## config.mk

```make
export PLATFORM = sky130hd
export DESIGN_NAME = ppt_ctrl_reg
export DESIGN_NICKNAME = d
export VERILOG_FILES = /design/src/rtl/ppt_ctrl_pkg.sv /design/src/rtl/ppt_line_drv.sv /design/src/rtl/ppt_ack_irq.sv /design/src/rtl/ppt_ctrl_reg.sv
export SDC_FILE = /design/constraint.sdc
export NUM_CORES = 1
export LEC_CHECK = 0
export BUFFER_PORTS_ARGS = -buffer_cell sky130_fd_sc_hd__buf_4
export CAP_MARGIN = 25
export CORE_MARGIN = 8
export CORE_UTILIZATION = 47
export CTS_CLUSTER_DIAMETER = 100
export DETAILED_ROUTE_END_ITERATION = 12
export GPL_TIMING_DRIVEN = 0
export PLACE_DENSITY = 0.89
export SLEW_MARGIN = 10
export SYNTH_ARGS = -nofsm -noshare
export SYNTH_HDL_FRONTEND = slang
export SYNTH_SLANG_ARGS = --single-unit
```

## constraint.sdc

```tcl
create_clock -name clk -period 1.1 [get_ports clk]
set_input_delay 0.055 -clock clk [delete_from_list [all_inputs] [get_ports clk]]
set_output_delay 0.055 -clock clk [all_outputs]
set_load 0.02 [all_outputs]
```

## src/rtl/ppt_ctrl_pkg.sv

```systemverilog
package ppt_ctrl_pkg;
  localparam int REG_W      = 8;
  localparam int STORE_W    = 6;
  localparam int MODE_W     = 3;
  localparam int LINE_N     = 4;
  localparam int SYNC_DEPTH = 2;
  localparam int BIT_DIR    = 5;
  localparam int BIT_IEN    = 4;
  localparam logic [MODE_W-1:0] MODE_OPEN_COLL = 3'b000;
  localparam logic [MODE_W-1:0] MODE_STD_FIFO  = 3'b010;
  // per-line inversion: strobe, auto-feed, select-input inverted; initialise not
  localparam logic [LINE_N-1:0] LINE_INVERT = 4'b1011;
  typedef logic [MODE_W-1:0] mode_t;
endpackage

```

## src/rtl/ppt_line_drv.sv

```systemverilog
module ppt_line_drv #(
  parameter bit INVERT = 1'b0
) (
  input  logic clk,
  input  logic rst,
  input  logic ctl_bit,
  input  logic open_coll,
  output logic pad_out,
  output logic pad_oe
);
  logic level;
  assign level = ctl_bit ^ INVERT;

  always_ff @(posedge clk) begin
    if (rst) begin
      pad_out <= 1'b0;
      pad_oe  <= 1'b0;
    end else if (open_coll) begin
      pad_out <= 1'b0;
      pad_oe  <= ~level;
    end else begin
      pad_out <= level;
      pad_oe  <= 1'b1;
    end
  end
endmodule

```

## src/rtl/ppt_ack_irq.sv

```systemverilog
module ppt_ack_irq #(
  parameter int STAGES = 2
) (
  input  logic clk,
  input  logic rst,
  input  logic ack_in,
  input  logic irq_en,
  input  logic irq_clr,
  output logic irq
);
  logic [STAGES-1:0] sync_q;
  logic              prev_q;
  logic              rise;

  generate
    if (STAGES == 1) begin : g_one
      always_ff @(posedge clk) begin
        if (rst) sync_q <= '0;
        else     sync_q <= ack_in;
      end
    end else begin : g_chain
      always_ff @(posedge clk) begin
        if (rst) sync_q <= '0;
        else     sync_q <= {sync_q[STAGES-2:0], ack_in};
      end
    end
  endgenerate

  always_ff @(posedge clk) begin
    if (rst) prev_q <= 1'b0;
    else     prev_q <= sync_q[STAGES-1];
  end

  assign rise = sync_q[STAGES-1] & ~prev_q;

  always_ff @(posedge clk) begin
    if (rst)                 irq <= 1'b0;
    else if (rise && irq_en) irq <= 1'b1;
    else if (irq_clr)        irq <= 1'b0;
  end
endmodule

```

## src/rtl/ppt_ctrl_reg.sv

```systemverilog
module ppt_ctrl_reg
  import ppt_ctrl_pkg::*;
(
  input  logic              clk,
  input  logic              rst,
  input  logic              wr_en,
  input  logic [REG_W-1:0]  wr_data,
  output logic [REG_W-1:0]  rd_data,
  input  logic [MODE_W-1:0] port_mode,
  input  logic              ack_in,
  input  logic              irq_clr,
  output logic              irq,
  output logic [LINE_N-1:0] ctl_out,
  output logic [LINE_N-1:0] ctl_oe,
  output logic              data_oe
);
  localparam int RSV_W = REG_W - STORE_W;

  logic [STORE_W-1:0] ctrl_q;
  logic               open_coll;
  logic               dir_forced;

  always_ff @(posedge clk) begin
    if (rst)        ctrl_q <= '0;
    else if (wr_en) ctrl_q <= wr_data[STORE_W-1:0];
  end

  assign rd_data    = {{RSV_W{1'b0}}, ctrl_q};
  assign open_coll  = (port_mode == MODE_OPEN_COLL);
  assign dir_forced = open_coll || (port_mode == MODE_STD_FIFO);

  always_ff @(posedge clk) begin
    if (rst) data_oe <= 1'b0;
    else     data_oe <= dir_forced | ~ctrl_q[BIT_DIR];
  end

  generate
    for (genvar i = 0; i < LINE_N; i++) begin : g_line
      ppt_line_drv #(.INVERT(LINE_INVERT[i])) drv_i (
        .clk      (clk),
        .rst      (rst),
        .ctl_bit  (ctrl_q[i]),
        .open_coll(open_coll),
        .pad_out  (ctl_out[i]),
        .pad_oe   (ctl_oe[i])
      );
    end
  endgenerate

  ppt_ack_irq #(.STAGES(SYNC_DEPTH)) ack_i (
    .clk    (clk),
    .rst    (rst),
    .ack_in (ack_in),
    .irq_en (ctrl_q[BIT_IEN]),
    .irq_clr(irq_clr),
    .irq    (irq)
  );
endmodule

```

==> reports/results.txt <==
final global-route overflow total: 0
cts bufs inserted: 3
later-pin clock latency in the skew report: 0.29 ns
post-DP HPWL: 1149 um
Fmax achieved: 1.014 GHz
I/O pins: 34
Final setup viols: 0
Combinational Power Share: 19.4%
Mapped Area: 721.9 sq um
PortBufs: 27
hold violation count in the final report: 0
CP max stage cell: dfxtp_1
post-route ant nets: 0
Die W: 55.19 um
# Max-Cap Violations: 0
drt first pass iters: 4
status: finished clean
hold path start: wr_data[2]
Worst VDD drop: 901.3 uV
fin nets: 122
Pleak: 0.4991 nW
vias in the first global route: 534
most frequent CP cell: buf_4
mean routed wirelength per cell: 12.07 um
Die Y-Extent: 55.19 um
Hold WC Path Type: input pin to register
share of cells above drive strength 1: 46.67%
first-pass GRT wire length: 2263 um
Distinct cells, synth: 16
final period utilization: 89.64%
CTS tree: built
Int Pwr: 1.015 mW
total clock sinks: 19
CP Class: register to output port
sequential area share after synthesis: 52.69%
Sw Pwr: 0.3415 mW
Crit Reg-Reg Endpoint: ack_i.irq$_SDFFE_PP0P_
Post-Syn Instances: 70
vias per cell: 4.496
Routed WL: 1460 um
Layout Cells excl Fill: 121
Clock Pin Slew Worst Setup and Hold Paths: 0.10 ns
Clock Tree Buf Depth: 2
initial antenna violation count: 0
largest net degree at the start of global routing: 11
TNS Setup: 0 ns
H-tree Lvls: 1
R2R Setup Slk: 0.43 ns
fin. max-slew vios: 0
placed insts: 114
Critical Path Fanout Max: 4
unrepaired setup endpoints after global routing: false
sw frac: 25.18%
Worst Setup End Kind: output port
routability cong.: 0.6450
pwr dens: 1350 nW/um^2
ANT cells: 0
Mapped Avg Cell Area: 10.31 sq um
core outline area: 1471 sq um
Sequential Power Share: 55.1%
CP startpoint: ctrl_q[3]$_SDFFE_PP0P_
Vias: 544
root buffer cell: clkbuf_4
fin crit period: 0.9861 ns
number of remaining DRC errors: 0
die area: 3046 sq um
row count: 14
WP data required: 1.04 ns
1st-iter DRT viols: 3
WHS Path Cells: 3
Hold EP: ctrl_q[2]$_SDFFE_PP0P_
Layout area overhead: 39.17%
worst-path cell chain: buf_4, buf_4
crit-path max cell delay: 0.40 ns
register bit count reported by yosys: 19
Worst Clk Skew: 0.008014 ns
worst reg2reg path startpoint: ctrl_q[4]$_SDFFE_PP0P_
kind of start point of the critical path: register
Starting Density: 49.06%
yosys synthesis warning count: 0
total power: 1.356 mW
post_cts resized: 0
global router's overall resource usage: 9.962%
Clock Power Share: 25.5%
Critical Path AT: 0.93 ns
R2R depth: 2
## cell usage in the layout, fill, tap and decap left out, drive strengths merged
master / n
nand3b: 1
nor3: 4
o21a: 1
a21oi: 5
clkbuf: 4
inv: 3
dfxtp: 19
conb: 2
nor3b: 1
mux2i: 6
dlygate4sd3: 3
nor2b: 3
nand2b: 1
buf: 45
nor2: 7
## power groups by stage
stage	registers, mW	clock network (mW)	logic (mW)
after global placement	0.761	0	0.252
after CTS	0.748	0.351	0.264
final	0.747	0.346	0.263
after detailed placement	0.763	0	0.257
after global routing	0.753	0.388	0.281
after floorplan	0.765	0	0.152
## cell families (layout without fill, tap and decap cells)
logic type,count (synthesis),after routing,share of synthesized area [%]
buffers and inverters,21,55,20.45
DFF,19,19,52.69
and+or+nand+nor,17,17,13.52
AOI/OAI and AO/OA,6,6,4.506
muxes,6,6,8.319
other,1,2,0.5194
## per-layer routing
layer,GRT usage (%),part of all wire [%]
met3,2.674,8.2
met1,10.42,36
met2,18.47,56
met5,0,0
met4,3.600,0
## area by class of cell
class / instances / area (sq um)
fillers: 118 / 466.7
flip-flops and latches: 19 / 380.4
repair buffers: 30 / 232.7
multi-input cells: 31 / 197.7
plain buffers: 18 / 136.4
clock buffers: 4 / 26.28
well taps: 16 / 20.02
inverters: 3 / 11.26
## metrics by stage
stage | utilization [%] | setup WS (ns) | hold slack (ns) | area (sq um)
finish | 68.28 | 0.1139 | 0.008394 | 1005
global route | 68.28 | 0.05051 | 0.007589 | 1005
CTS | 67.60 | 0.1038 | 0.003873 | 994.7
detailed placement | 64.46 | 0.3480 | 0.2753 | 948.4
global placement | 64.46 | 0.3677 | 0.2709 | 948.4
floorplan | - | 0.3773 | 0.1832 | 725.7
## sequential cells by signal (all words and copies together) (netlist names)
name / cells
ctrl_q: 6
ack_i.irq: 1
ack_i.prev_q: 1
g_line.drv_i.pad_oe: 4
ack_i.sync_q: 2
data_oe: 1
g_line.drv_i.pad_out: 4
## worst max-delay path, delay by kind of cell (launching register included)
kind	cells	cell delay [ns]
buffers and inverters	2	0.25
DFF	1	0.40
## synth_stat cells
| master | instances | area [sq um] |
|---|---|---|
| nor2b_1 | 3 | 18.77 |
| buf_2 | 1 | 5.000 |
| nor3_1 | 3 | 15.01 |
| buf_4 | 16 | 120.1 |
| inv_1 | 3 | 11.26 |
| nand2b_1 | 1 | 6.260 |
| dfxtp_1 | 19 | 380.4 |
| conb_1 | 1 | 3.750 |
| a21oi_1 | 5 | 25.02 |
| nor2_1 | 7 | 26.28 |
| nand3b_1 | 1 | 7.510 |
| mux2i_1 | 6 | 60.06 |
| buf_6 | 1 | 11.26 |
| nor3b_1 | 1 | 7.510 |
| nor3_4 | 1 | 16.27 |
| o21a_1 | 1 | 7.510 |
## worst max-delay path by stage
| stage | endpoint | slack (ns) | cells past startpoint |
|---|---|---|---|
| after detailed placement | g_line[2].drv_i.pad_oe$_SDFF_PP0_ | 0.35 | 3 |
| after CTS | rd_data[3] | 0.10 | 2 |
| final | rd_data[3] | 0.11 | 2 |
| after global routing | rd_data[1] | 0.05 | 2 |
| after global placement | g_line[1].drv_i.pad_oe$_SDFF_PP0_ | 0.37 | 3 |
| after floorplan | data_oe$_SDFF_PP0_ | 0.38 | 2 |
## repair_timing
item	4_1_cts	5_1_grt
buffers inserted	0	0
hold buffers	2	1
endpoints found under the hold margin	2	1
Power figures use the tool's default switching activity.
